File: config.mk
export PLATFORM = sky130hd
export DESIGN_NAME = iack_vector_gen
export DESIGN_NICKNAME = d
export VERILOG_FILES = /design/src/rtl/iack_pkg.sv /design/src/rtl/iack_cycle_ctl.sv /design/src/rtl/iack_ctx_latch.sv /design/src/rtl/iack_vec_fmt.sv /design/src/rtl/iack_dack_timer.sv /design/src/rtl/iack_vector_gen.sv
export SDC_FILE = /design/constraint.sdc
export NUM_CORES = 1
export LEC_CHECK = 0
export BUFFER_PORTS_ARGS = -buffer_cell sky130_fd_sc_hd__buf_4
export CORE_UTILIZATION = 43
export CTS_CLUSTER_DIAMETER = 40
export DETAILED_ROUTE_END_ITERATION = 10
export GPL_ROUTABILITY_DRIVEN = 0
export GPL_TIMING_DRIVEN = 0
export MAX_ROUTING_LAYER = met4
export PLACE_DENSITY_LB_ADDON = 0.05
export SLEW_MARGIN = 20
export SYNTH_ARGS = -nofsm -noshare
export SYNTH_HDL_FRONTEND = slang
export SYNTH_HIERARCHICAL = 1
export SYNTH_SLANG_ARGS = --single-unit
File: constraint.sdc
create_clock -name clk -period 1.4 [get_ports clk]
set_input_delay 0.14 -clock clk [delete_from_list [all_inputs] [get_ports clk]]
set_output_delay 0.14 -clock clk [all_outputs]
set_load 0.05 [all_outputs]
File: src/rtl/iack_pkg.sv
package iack_pkg;

  typedef enum logic [1:0] {
    VF_FULL      = 2'b00,
    VF_CHAN      = 2'b01,
    VF_CHAN_TYPE = 2'b10,
    VF_NONE      = 2'b11
  } vfmt_e;

endpackage

File: src/rtl/iack_cycle_ctl.sv
module iack_cycle_ctl (
  input  logic clk,
  input  logic rst_n,
  input  logic iack_req,
  output logic start,
  output logic active
);

  logic active_q;
  logic active_d;

  // next state: the cycle is open while the request is sampled high
  always_comb begin
    active_d = iack_req;
    start    = iack_req && !active_q;
  end

  always_ff @(posedge clk or negedge rst_n) begin
    if (!rst_n) active_q <= 1'b0;
    else        active_q <= active_d;
  end

  assign active = active_q;

  AST_ACTIVE_FOLLOWS_REQ: assert property (@(posedge clk) disable iff (!rst_n)
    iack_req |=> active);

endmodule

File: src/rtl/iack_ctx_latch.sv
module iack_ctx_latch
  import iack_pkg::*;
#(
  parameter int CHAN_W = 2,
  parameter int TYPE_W = 3
) (
  input  logic              clk,
  input  logic              rst_n,
  input  logic              start,
  input  logic              active,
  input  logic [CHAN_W-1:0] chan_in,
  input  logic [TYPE_W-1:0] type_in,
  input  vfmt_e             mode_in,
  output logic [CHAN_W-1:0] chan_q,
  output logic [TYPE_W-1:0] type_q,
  output vfmt_e             mode_q
);

  logic [CHAN_W-1:0] chan_d;
  logic [TYPE_W-1:0] type_d;
  vfmt_e             mode_d;

  always_comb begin
    chan_d = chan_q;
    type_d = type_q;
    mode_d = mode_q;
    if (start) begin
      chan_d = chan_in;
      type_d = type_in;
      mode_d = mode_in;
    end
  end

  always_ff @(posedge clk or negedge rst_n) begin
    if (!rst_n) begin
      chan_q <= '0;
      type_q <= '0;
      mode_q <= VF_FULL;
    end else if (start) begin
      chan_q <= chan_d;
      type_q <= type_d;
      mode_q <= mode_d;
    end
  end

  AST_CTX_HELD: assert property (@(posedge clk) disable iff (!rst_n)
    (active && !start) |=> ($stable(chan_q) && $stable(type_q)));
  AST_MODE_HELD: assert property (@(posedge clk) disable iff (!rst_n)
    (active && !start) |=> $stable(mode_q));

endmodule

File: src/rtl/iack_vec_fmt.sv
module iack_vec_fmt
  import iack_pkg::*;
#(
  parameter int DATA_W = 8,
  parameter int CHAN_W = 2,
  parameter int TYPE_W = 3
) (
  input  vfmt_e             fmt,
  input  logic [DATA_W-1:0] base,
  input  logic [CHAN_W-1:0] chan,
  input  logic [TYPE_W-1:0] typ,
  output logic [DATA_W-1:0] vec
);

  localparam int LOW_CT = CHAN_W + TYPE_W;

  generate
    if (LOW_CT >= DATA_W) begin : g_width_bad
      $error("iack_vec_fmt: channel and type fields do not fit in the vector");
    end
  endgenerate

  always_comb begin
    case (fmt)
      VF_FULL:      vec = base;
      VF_CHAN:      vec = {base[DATA_W-1:CHAN_W], chan};
      VF_CHAN_TYPE: vec = {base[DATA_W-1:LOW_CT], chan, typ};
      default:      vec = '0;
    endcase
  end

endmodule

File: src/rtl/iack_dack_timer.sv
module iack_dack_timer #(
  parameter int DACK_DELAY = 2
) (
  input  logic clk,
  input  logic rst_n,
  input  logic start,
  input  logic active,
  output logic dack
);

  localparam int CNT_W = (DACK_DELAY < 1) ? 1 : $clog2(DACK_DELAY + 1);
  localparam logic [CNT_W-1:0] CNT_TOP = CNT_W'(DACK_DELAY);

  logic [CNT_W-1:0] cnt_q;
  logic [CNT_W-1:0] cnt_d;
  logic             cnt_en;

  always_comb begin
    cnt_en = start || (active && (cnt_q != CNT_TOP));
    if (start) cnt_d = '0;
    else       cnt_d = cnt_q + 1'b1;
  end

  always_ff @(posedge clk or negedge rst_n) begin
    if (!rst_n)      cnt_q <= '0;
    else if (cnt_en) cnt_q <= cnt_d;
  end

  assign dack = active && (cnt_q == CNT_TOP);

  generate
    if (DACK_DELAY > 0) begin : g_not_early
      AST_DACK_NOT_AT_START: assert property (@(posedge clk) disable iff (!rst_n)
        $rose(active) |-> !dack);
    end
  endgenerate

endmodule

File: src/rtl/iack_vector_gen.sv
module iack_vector_gen
  import iack_pkg::*;
#(
  parameter int DATA_W     = 8,
  parameter int CHAN_W     = 2,
  parameter int TYPE_W     = 3,
  parameter int DACK_DELAY = 2
) (
  input  logic              clk,
  input  logic              rst_n,
  input  logic              iack_req,
  input  logic [DATA_W-1:0] ivec_base,
  input  logic [1:0]        ivec_mode,
  input  logic [CHAN_W-1:0] win_chan,
  input  logic [TYPE_W-1:0] win_type,
  output logic [DATA_W-1:0] bus_dout,
  output logic              bus_oe,
  output logic              dack,
  output logic [CHAN_W-1:0] ctx_chan,
  output logic [TYPE_W-1:0] ctx_type
);

  logic              start;
  logic              active;
  vfmt_e             mode_q;
  logic [DATA_W-1:0] vec;

  iack_cycle_ctl u_ctl (
    .clk      (clk),
    .rst_n    (rst_n),
    .iack_req (iack_req),
    .start    (start),
    .active   (active)
  );

  iack_ctx_latch #(.CHAN_W(CHAN_W), .TYPE_W(TYPE_W)) u_ctx (
    .clk     (clk),
    .rst_n   (rst_n),
    .start   (start),
    .active  (active),
    .chan_in (win_chan),
    .type_in (win_type),
    .mode_in (vfmt_e'(ivec_mode)),
    .chan_q  (ctx_chan),
    .type_q  (ctx_type),
    .mode_q  (mode_q)
  );

  iack_vec_fmt #(.DATA_W(DATA_W), .CHAN_W(CHAN_W), .TYPE_W(TYPE_W)) u_fmt (
    .fmt  (mode_q),
    .base (ivec_base),
    .chan (ctx_chan),
    .typ  (ctx_type),
    .vec  (vec)
  );

  iack_dack_timer #(.DACK_DELAY(DACK_DELAY)) u_dack (
    .clk    (clk),
    .rst_n  (rst_n),
    .start  (start),
    .active (active),
    .dack   (dack)
  );

  always_comb begin
    bus_oe   = active && (mode_q != VF_NONE);
    bus_dout = bus_oe ? vec : '0;
  end

  AST_OE_NEEDS_REQ: assert property (@(posedge clk) disable iff (!rst_n)
    bus_oe |-> $past(iack_req));
  AST_OE_OFF_ON_RELEASE: assert property (@(posedge clk) disable iff (!rst_n)
    !iack_req |=> !bus_oe);
  AST_NO_VECTOR_QUIET: assert property (@(posedge clk) disable iff (!rst_n)
    (mode_q == VF_NONE) |-> (!bus_oe && bus_dout == '0));
  AST_DACK_NEEDS_REQ: assert property (@(posedge clk) disable iff (!rst_n)
    dack |-> $past(iack_req));
  AST_DACK_HOLD: assert property (@(posedge clk) disable iff (!rst_n)
    (dack && iack_req) |=> dack);
  AST_DACK_OFF_ON_RELEASE: assert property (@(posedge clk) disable iff (!rst_n)
    !iack_req |=> !dack);
  AST_BUS_STABLE: assert property (@(posedge clk) disable iff (!rst_n)
    (bus_oe && $past(bus_oe) && $stable(ivec_base)) |-> $stable(bus_dout));

endmodule

=== Word-level counts from Yosys, hierarchy flattened ===
Cells that the tools add are included.

* Register bits: 10
* Bits of input ports: 18
* Output and inout port bits: 15
* Logic and storage cells: 21

* Add/sub/neg operators: 1
* Equal/unequal tests: 5
* Muxes and demuxes: 3
* Reduce and logical (&&, ||, !) cells: 7

{| class="wikitable"
|+ Operator list
! cell !! number
|-
| case mux 8 bit (3 select lines) || 1
|-
| two-way mux 8 bit || 1
|-
| == test 2 bit (second input constant) || 2
|-
| logical AND 1 bit || 4
|-
| != test 2 bit (second input constant) || 2
|-
| adder 2 x 1 -> 2 bit (second input constant) || 1
|-
| == test 2 x 1 -> 1 bit (second input constant) || 1
|-
| logical NOT 2 bit || 1
|-
| two-way mux 2 bit || 1
|-
| logical NOT 1 bit || 1
|-
| logical OR 1 bit || 1
|}

=== Logic depth before layout (Yosys ltp) ===
Gate-level depths: netlist of run 1.

* Depth in word-level cells: 3
* Mapped depth: 4

=== Cells and area by module ===
The synthesis of run 1 kept the hierarchy.

{| class="wikitable"
|+ By module, submodules not included
! module !! times used !! cells an instance !! area each (µm²) !! sequential area each (µm²)
|-
| iack_ctx_latch || 1 || 15 || 291.5 || 175.2
|-
| iack_dack_timer || 1 || 12 || 137.6 || 50.0
|-
| iack_vec_fmt || 1 || 14 || 103.8 || 0.0
|-
| iack_vector_gen || 1 || 10 || 62.6 || 0.0
|-
| iack_cycle_ctl || 1 || 2 || 38.8 || 25.0
|}

=== Worst setup path after synthesis of run 1 ===
Ideal clock, no wire load.

* Path kind: reg2out
* Start: reg u_ctx.type_q[0]
* End: out bus_dout[0]
* Arrival: 1.354 ns
* Required time: 1.260 ns
* Path slack: -0.094 ns
* Stages on the path, launching flop included: 4
* Buffers on the path: 0
* Cell sequence: dfrtp_1 > mux2i_1 > o2bb2ai_1 > and3_1

* Longest elaborated chain between the ends: 2

{| class="wikitable"
|+ RTL lines
! what !! line !! source
|-
| start, declared || iack_ctx_latch.sv:15 || <nowiki>output logic [TYPE_W-1:0] type_q,</nowiki>
|-
| start signal, assigned || iack_ctx_latch.sv:41 || <nowiki>type_q <= type_d;</nowiki>
|-
| case mux 8 bit (3 select lines) || iack_vec_fmt.sv:24 || <nowiki>case (fmt)</nowiki>
|-
| net vec[0] || iack_vector_gen.sv:26 || <nowiki>logic [DATA_W-1:0] vec;</nowiki>
|-
| two-way mux 8 bit || iack_vector_gen.sv:67 || <nowiki>bus_dout = bus_oe ? vec : '0;</nowiki>
|-
| end, declared || iack_vector_gen.sv:16 || <nowiki>output logic [DATA_W-1:0] bus_dout,</nowiki>
|}

The timed path passes the listed nets, and every way through them passes these cells.

=== Final worst setup path of run 1 ===
* Start: reg u_ctx.mode_q[1]
* End: out bus_dout[4]

* Longest elaborated chain between the ends: 3
* Elaborated cells between the ends (all ways): 7
* Classes of those cells: eq/ne: 3; mux: 2; reduce/logical: 2

{| class="wikitable"
|+ RTL lines
! what !! line !! source
|-
| start, declared || iack_ctx_latch.sv:16 || <nowiki>output vfmt_e mode_q</nowiki>
|-
| start signal, assigned || iack_ctx_latch.sv:42 || <nowiki>mode_q <= mode_d;</nowiki>
|-
| == test 2 bit (tied with other cells) || iack_vec_fmt.sv:24 ||
|-
| case mux 8 bit (3 select lines) * || iack_vec_fmt.sv:24 ||
|-
| net vec[4] || iack_vector_gen.sv:26 ||
|-
| two-way mux 8 bit * || iack_vector_gen.sv:67 ||
|}

Mark *: on every way through the listed nets, which the timed path passes. The rest lies on a longest branch.

==> results.yml, run 1 <==
outcome:
  status: "finished, violations left"
  violations: "negative setup slack"
timing:
  final-hold-violation-count: 0
  drv_slew: 0
  slew_headroom_pct: 75.9
  fin_tns_setup_ns: -0.987
  whs_ns: 0.116
  setup_slack_ns: -0.142
  fmax_mhz: 648
  skew_ns: 0.00127
  grt_setup_unrepaired: "true"
  worst_pin_slew_ns: 0.362
  setup_violations: 9
  finalCritPeriodShare_pct: 110
  period_minus_slack_ns: 1.54
drt:
  wl_met1_um: 590
  wl_mm: 1.56
  viasPerCell: 5.11
  drt_first_iter_violations: 7
  wl_met2_um: 859
  vias: 562
  drtAntennaViolNets: 0
  top_layer_used: "met4"
  drt_pass1_iterations: 4
  drc_errors: 0
  met3_wirelength_um: 102
  wire_per_inst_um: 14.2
worst_hold_path:
  min_path_type: "input pin to register"
global_routing:
  overflow: 0
  grt_max_degree: 13
  grt_pass1_vias: 528
  grt_pass1_wl_mm: 2.19
  antenna_found_initial: 0
  grt.total_usage_pct: 21.7
power_and_ir_drop:
  clock_power_share_pct: 13.9
  p_comb_share_pct: 55.3
  internal_power_uw: 810
  vdd.ir_drop.worst_mv: 0.920
  power.net_switching_uw: 503
  p_sw_share_pct: 38.3
  leakage_uw: 0.000549
  power-per-cell-area_mw_per_mm2: 1230
  seq_power_share_pct: 30.8
logic_synthesis:
  syn_area_um2: 634
  synth_edf_count: 0
  ys_seq_elements: 10
  syn_avg_cell_area_um2: 12.0
  synth.distinct_cells: 17
  async_reset_ff_share_pct: 100
  yosys_most_used_dff: "dfrtp_1"
  yosys_warnings: 6
  synthCells: 53
  yosysSeqAreaShare_pct: 39.4
  syn_nets: 72
worst_setup_path:
  worst-setup-path-type: "register to output port"
  crit_required_ns: 1.26
  endpoint_kind: "output port"
  cp-start-kind: "register"
  arrival_ns: 1.40
  path_max_fanout: 8
cts:
  clk_pin_slew_worst_paths_ns: 0.06
  cts_buffers: 3
  cts.sinks: 10
  clockRootBuffer: "clkbuf_4"
  cts_tree: "done"
  cts_htree_levels: 1
  clk_path_buf_depth: 2
  clock_latency_ns: 0.25
floorplanning:
  num_rows: 13
  die_x_um: 40.4
  die_y_um: 40.4
  io-pin-count: 33
  die_area_mm2: 0.00163
  start_util_pct: 47.6
  core_area_mm2: 0.00133
final_layout:
  drive_above_1_share_pct: 68.4
  nets: 116
  regArea_um2: 253
  final_cells: 110
  fillers: 83
  syn2layout_area_growth_pct: 68.0
  final_common_cell: "buf_4"
  multi_input_area_um2: 407
  final_cell_mix: "26 x buf_4, 9 x mux2_4, 8 x dfrtp_1, 6 x buf_6, 5 x buf_8"
  final_design_area_no_fill_mm2: 0.00107
  diodes: 0
run:
  cap_viol_max_count: 0
placement:
  placed_cells: 100
  place_area_um2: 898
  place_hpwl_mm: 1.12
  port_buffers: 32
[repair_timing]
action,CTS,global route
endpoints found under the setup margin,10,10
pin swaps,0,1
hold buffers,2,0
hold endpoints to repair,11,0
gates cloned,0,1
gates resized for setup,19,6
buffers inserted,3,1
[state kept, by name, indices dropped and copies added, names as in the netlist]
name          cells
u_dack/cnt_q      2
u_ctx/mode_q      2
u_ctl/active      1
u_ctx/type_q      3
u_ctx/chan_q      2
[routing by layer]
layer  track usage, %  up-vias
met3             2.78        2
met5                -        -
met4             12.5        0
met2             39.7       23
met1             21.7      261
li1                 -      276
[cell type report]
| cell class | count | share of cell area, % |
|---|---|---|
| Inverter | 2 | 0.704 |
| Timing Repair Buffer | 38 | 32.5 |
| Tap cell | 15 | 1.76 |
| Clock buffer | 3 | 2.11 |
| Sequential cell | 10 | 23.7 |
| Multi-Input combinational cell | 41 | 38.1 |
| Buffer | 1 | 1.06 |
[through the flow]
step,util (%),power [uW],setup WS [ns]
floorplan,-,846,0.00178
global placement,67.4,1000,0.0406
detailed placement,67.4,1020,0.0358
CTS,77.3,1300,-0.156
global route,79.9,1390,-0.185
finish,79.9,1310,-0.142
[path summary, 6_finish.rpt]
path	from	to	slack [ns]	depth (start not counted)
setup / recovery	u_ctx/mode_q[1]	bus_dout[4]	-0.14	4
hold / removal	win_chan[1]	u_ctx/chan_q[1]	0.12	2
setup reg to reg	u_ctl/active	u_ctx/mode_q[1]	0.06	3
hold reg to reg	u_ctx/type_q[2]	u_ctx/type_q[2]	0.55	1
max in group asynchronous	rst_n	u_ctx/mode_q[1]	1.00	2
min in group asynchronous	rst_n	u_ctx/type_q[1]	0.25	2
[Yosys cell counts, types with 2 or more instances]
| cell | n | area, um^2 |
|---|---|---|
| mux2_4 | 9 | 135 |
| nor2_1 | 2 | 7.51 |
| and2_1 | 4 | 25.0 |
| o2bb2ai_1 | 2 | 17.5 |
| nor2b_4 | 2 | 27.5 |
| inv_1 | 2 | 7.51 |
| and3_1 | 8 | 50.1 |
| nor2b_1 | 3 | 18.8 |
| mux2i_1 | 2 | 20.0 |
| a22o_1 | 3 | 26.3 |
| dfrtp_1 | 10 | 250 |
[cells by family (layout without fill, tap and decap cells)]
logic type / after synthesis / after routing / synth area share [%]
buf+inv: 3 / 44 / 2.96
compound gates: 5 / 5 / 6.90
simple gates: 23 / 24 / 24.3
flops: 10 / 10 / 39.4
mux: 11 / 11 / 24.5
fa+ha+maj: 1 / 1 / 1.97
[critical path, cell delays in order (launching register included)]
cell and delay, ns:
dfrtp_2 0.46, and2b_1 0.20, a22o_1 0.18, and3_4 0.17, buf_8 0.14
[power by group through the flow]
stage          registers (uW)  clock network (uW)  logic (uW)
2_1_floorplan             473                   0         373
3_3_place_gp              407                   0         593
3_5_place_dp              411                   0         605
4_1_cts                   408                 195         694
5_1_grt                   411                 202         780
6_report                  404                 182         727
Note: power is estimated with default switching activity, not from simulation.
==> inputs of run 2 (changes only) <==
- SKIP_CTS_REPAIR_TIMING: unset -> 1
==> run 2 against run 1 <==
Hold slack got worse by 0.0017 ns. Non-clock buffer count decreased by 2. Global-route usage decreased by 0.87 points. The run still ends with negative setup slack left. Sequential share of layout area increased by 1.4 points. Flip-flop and latch count unchanged. Largest cell class unchanged. Clock power about the same. Cell count decreased by 2.7%. Critical path depth unchanged. Fmax decreased by 1.5%.
==> results.yml, run 2 (synthesis results as in run 1) <==
timing:
  setup_slack_ns: -0.166
  drv_slew: 0
  skew_ns: 0.00141
  finalCritPeriodShare_pct: 112
  period_minus_slack_ns: 1.57
  final-hold-violation-count: 0
  worst_pin_slew_ns: 0.332
  fmax_mhz: 638
  grt_setup_unrepaired: "true"
  slew_headroom_pct: 77.9
  setup_violations: 9
drt:
  drc_errors: 0
  viasPerCell: 5.04
  drt_pass1_iterations: 4
  wire_per_inst_um: 14.1
  vias: 539
  drt_first_iter_violations: 5
  wl_mm: 1.51
  drtAntennaViolNets: 0
worst_setup_path:
  worst-setup-path-type: "register to output port"
  arrival_ns: 1.43
  crit_required_ns: 1.26
  reg2reg_from: "u_ctl/active"
  r2r_cells: 3
  regToRegEndpoint: "u_ctx/type_q[1]"
  endpoint_kind: "output port"
  cp-start-kind: "register"
  path_max_fanout: 8
  r2r_slack_ns: 0.08
floorplanning:
  num_rows: 13
  die_y_um: 40.4
  die_x_um: 40.4
  die_area_mm2: 0.00163
  core_area_mm2: 0.00133
  start_util_pct: 47.6
  io-pin-count: 33
power_and_ir_drop:
  p_total_uw: 1250
  leakage_uw: 0.000523
  vdd.ir_drop.worst_mv: 0.917
  power-per-cell-area_mw_per_mm2: 1250
outcome:
  violations: "negative setup slack"
  status: "finished, violations left"
final_layout:
  final_cell_mix: "26 x buf_4, 9 x mux2_4, 8 x dfrtp_1, 7 x buf_6"
  final_common_cell: "buf_4"
  regMostFlops: "u_ctx/type_q"
  nets: 113
  largest_reg_flops: 3
  final_design_area_no_fill_mm2: 0.00101
  diodes: 0
  drive_above_1_share_pct: 63.0
  fillers: 94
  syn2layout_area_growth_pct: 58.6
  final_cells: 107
  final_util_pct: 75.4
cts:
  cts_buffers: 3
  cts_tree: "done"
  clk_path_buf_depth: 2
  clockRootBuffer: "clkbuf_4"
  cts_htree_levels: 1
  clock_latency_ns: 0.25
  clk_pin_slew_worst_paths_ns: 0.06
  cts.sinks: 10
global_routing:
  antenna_found_initial: 0
  overflow: 0
  grt_max_degree: 13
  grt.total_usage_pct: 20.9
  grt_pass1_vias: 514
  grt_pass1_wl_mm: 2.09
worst_hold_path:
  min_path_type: "input pin to register"
  min_from: "win_chan[1]"
  holdPathEnd: "u_ctx/chan_q[1]"
  min_path_cells: 2
placement:
  port_buffers: 32
  place_hpwl_mm: 1.12
  placed_cells: 100
  place_area_um2: 898
run:
  cap_viol_max_count: 0
==> run 2: cell count changes in the layout (fill, tap and decap cells not counted), sizes merged <==
cell   change
buf        -2
nand2      -1
==> run 2: per-layer routing <==
layer  GRT usage [%]  vias up  part of all wire, %
met4            12.5        0                 0.66
met2            36.9       21                   55
li1                -      268                    -
met5               -        -                    0
met1            21.6      248                   37
met3            2.78        2                  6.9
==> run 2: final cells by class <==
class / instances / area, um^2 / share of cell area, %
inverter: 2 / 7.51 / 0.746
buffer: 1 / 11.3 / 1.12
timing repair buffer: 36 / 313 / 31.1
multi-input combinational: 40 / 380 / 37.8
sequential: 10 / 253 / 25.1
tap: 15 / 18.8 / 1.87
clock buffer: 3 / 22.5 / 2.24
==> run 2: worst max-delay path by stage <==
stage                         start          end  slack, ns  cells after the start
floorplan           u_ctx/type_q[2]  bus_dout[2]      0.002                      2
global placement    u_ctx/mode_q[1]  bus_dout[4]       0.04                      4
detailed placement  u_ctx/mode_q[1]  bus_dout[4]       0.04                      4
CTS                 u_ctx/mode_q[1]  bus_dout[4]      -0.25                      4
global route        u_ctx/mode_q[1]  bus_dout[0]      -0.25                      4
finish              u_ctx/mode_q[1]  bus_dout[0]      -0.17                      4
==> run 2: worst max-delay path: stages, from the launching register on <==
cell and delay [ns]:
dfrtp_2 0.46, nor2b_1 0.19, o2bb2ai_1 0.15, and3_2 0.19
buf_4 0.19
==> run 2: per-stage QoR <==
step | setup slack (ns) | hold WS [ns] | setup TNS, ns
5_1_grt | -0.245 | 0.104 | -1.46
4_1_cts | -0.254 | -0.305 | -1.60
6_report | -0.166 | 0.114 | -0.952
3_3_place_gp | 0.0406 | -0.0249 | 0
3_5_place_dp | 0.0358 | -0.0230 | 0
2_1_floorplan | 0.00178 | -0.156 | 0
==> run 2: where the power goes <==
group | internal [uW] | switching (uW)
Clock | 98.7 | 86.3
Combinational | 319 | 339
Sequential | 348 | 62.2
Total | 766 | 488
==> inputs of run 3 (changes only) <==
- CELL_PAD_IN_SITES_DETAIL_PLACEMENT: unset -> 1
- CELL_PAD_IN_SITES_GLOBAL_PLACEMENT: unset -> 1
- CORE_UTILIZATION: 43 -> 34
- CTS_BUF_LIST: unset -> sky130_fd_sc_hd__clkbuf_8 sky130_fd_sc_hd__clkbuf_16
- clock period: 1.4 -> 1.85 ns (I/O delays scaled with it)
==> run 3 against run 2 <==
The run now ends clean. Design area down 3.5%. Wire length down 6.5%. Clock power increased by 48%. Cell count rose by 7.5%. Die area up 25%. Critical path depth unchanged. Global-route usage fell by 4.0 points. Sequential power fell by 25%. Critical path type unchanged. Critical endpoint is now bus_dout[3].
==> results.yml, run 3 (synthesis results as in run 1) <==
worst_setup_path:
  endpoint_kind: "output port"
  crit_chain: "and2b_1, a22o_1, and3_1, buf_4"
  arrival_ns: 1.47
  cp-start-kind: "register"
  path_max_fanout: 8
  worst-setup-path-type: "register to output port"
  critPathSlowestCell: "dfrtp_1"
  crit_path_max_incr_delay_ns: 0.48
  crit_required_ns: 1.66
timing:
  slew_headroom_pct: 79.0
  final-hold-violation-count: 0
  fmax_mhz: 605
  fin_tns_setup_ns: 0
  setup_slack_ns: 0.198
  period_minus_slack_ns: 1.65
  setup_violations: 0
  drv_slew: 0
  skew_ns: 0.00163
  finalCritPeriodShare_pct: 89.3
  grt_setup_unrepaired: "false"
  worst_pin_slew_ns: 0.314
final_layout:
  drive_above_1_share_pct: 55.6
  fillers: 202
  regMostFlops: "u_ctx/type_q"
  final_util_pct: 55.6
  final_cell_mix: "32 x buf_4, 10 x dfrtp_1, 9 x mux2_4, 8 x and3_1"
  final_common_cell: "buf_4"
  syn2layout_area_growth_pct: 53.1
  final_design_area_no_fill_um2: 971
  nets: 110
  largest_reg_flops: 3
  diodes: 0
floorplanning:
  start_util_pct: 36.3
  die_area_mm2: 0.00204
  die_x_um: 45.2
  io-pin-count: 33
  die_y_um: 45.2
  num_rows: 15
  core_area_mm2: 0.00175
drt:
  wl_mm: 1.42
  drtAntennaViolNets: 0
  drc_errors: 0
  wire_per_inst_um: 12.3
  viasPerCell: 4.58
  drt_pass1_iterations: 3
  drt_first_iter_violations: 7
  vias: 527
cts:
  clockRootBuffer: "clkbuf_8"
  clk_path_buf_depth: 2
  cts.sinks: 10
  cts_tree: "done"
  cts_buffers: 3
  clk_pin_slew_worst_paths_ns: 0.05
  clock_latency_ns: 0.23
  cts_htree_levels: 1
placement:
  place_worst_setup_slack_ns: 0.438
  port_buffers: 32
  place_area_um2: 906
  place_hpwl_mm: 1.15
run:
  cap_viol_max_count: 0
power_and_ir_drop:
  power-per-cell-area_mw_per_mm2: 1070
  vdd.ir_drop.worst_mv: 0.464
  p_total_uw: 1040
  leakage_uw: 0.000522
global_routing:
  grt_max_degree: 13
  overflow: 0
  grt_pass1_vias: 547
  grt.total_usage_pct: 16.9
  antenna_found_initial: 0
  grt_pass1_wl_mm: 2.36
outcome:
  status: "finished clean"
worst_hold_path:
  min_path_type: "input pin to register"
## run 3: cell types whose count changed in the layout (fill, tap and decap cells not counted)
cell           delta
dfrtp_2           -2
dfrtp_1           +2
buf_8             -2
dlygate4sd3_1     -1
and3_4            -2
buf_4             +6
ha_2              -1
clkbuf_4          -3
and3_1            +4
ha_1              +1
buf_6             -6
and3_2            -2
clkbuf_8          +4
## run 3: layer usage
layer / share of wire, % / vias to the layer above / GRT usage [%]
met2: 45 / 25 / 26.1
met3: 8.7 / 0 / 6.40
met4: 0 / 0 / 3.64
met5: 0 / - / -
li1: - / 260 / -
met1: 46 / 242 / 20.9
## run 3: area by class of cell
cell class	instances	area (um^2)	area share [%]
Sequential cell	10	250	25.8
Tap cell	25	31.3	3.22
Timing Repair Buffer	33	250	25.8
Inverter	2	7.51	0.773
Buffer	1	11.3	1.16
Clock buffer	4	55.1	5.67
Multi-Input combinational cell	40	365	37.6
## run 3: power by group
part / internal [uW] / switching (uW) / leakage, uW
combinational: 209 / 243 / 0.000374
clock: 187 / 86.2 / 0.0000288
sequential: 263 / 47.3 / 0.000119
## run 3: path summary, 6_finish.rpt
check / from / endpoint / slack (ns) / cells after the start
worst max-delay path: u_ctx/mode_q[1] / bus_dout[3] / 0.20 / 4
worst min-delay path: iack_req / u_ctl/active / 0.06 / 1
worst max register to register: u_ctl/active / u_ctx/type_q[0] / 0.57 / 3
worst min register to register: u_ctx/type_q[0] / u_ctx/type_q[0] / 0.55 / 1
max in group asynchronous: rst_n / u_dack/cnt_q[0] / 1.40 / 2
min in group asynchronous: rst_n / u_ctx/type_q[2] / 0.31 / 2
## run 3: critical path: cells and delay by family, from the launching register on
family / cells / cell delay [ns]
buffers and inverters: 1 / 0.18
AOI/OAI and AO/OA: 1 / 0.18
and+or+nand+nor: 2 / 0.39
DFF: 1 / 0.48
## run 3: stage by stage
| step | instances | hold WS (ns) |
|---|---|---|
| 3_3_place_gp | 110 | 0.0193 |
| 5_1_grt | 115 | 0.0554 |
| 2_1_floorplan | 53 | -0.111 |
| 4_1_cts | 114 | -0.232 |
| 6_report | 115 | 0.0646 |
| 3_5_place_dp | 110 | 0.0209 |
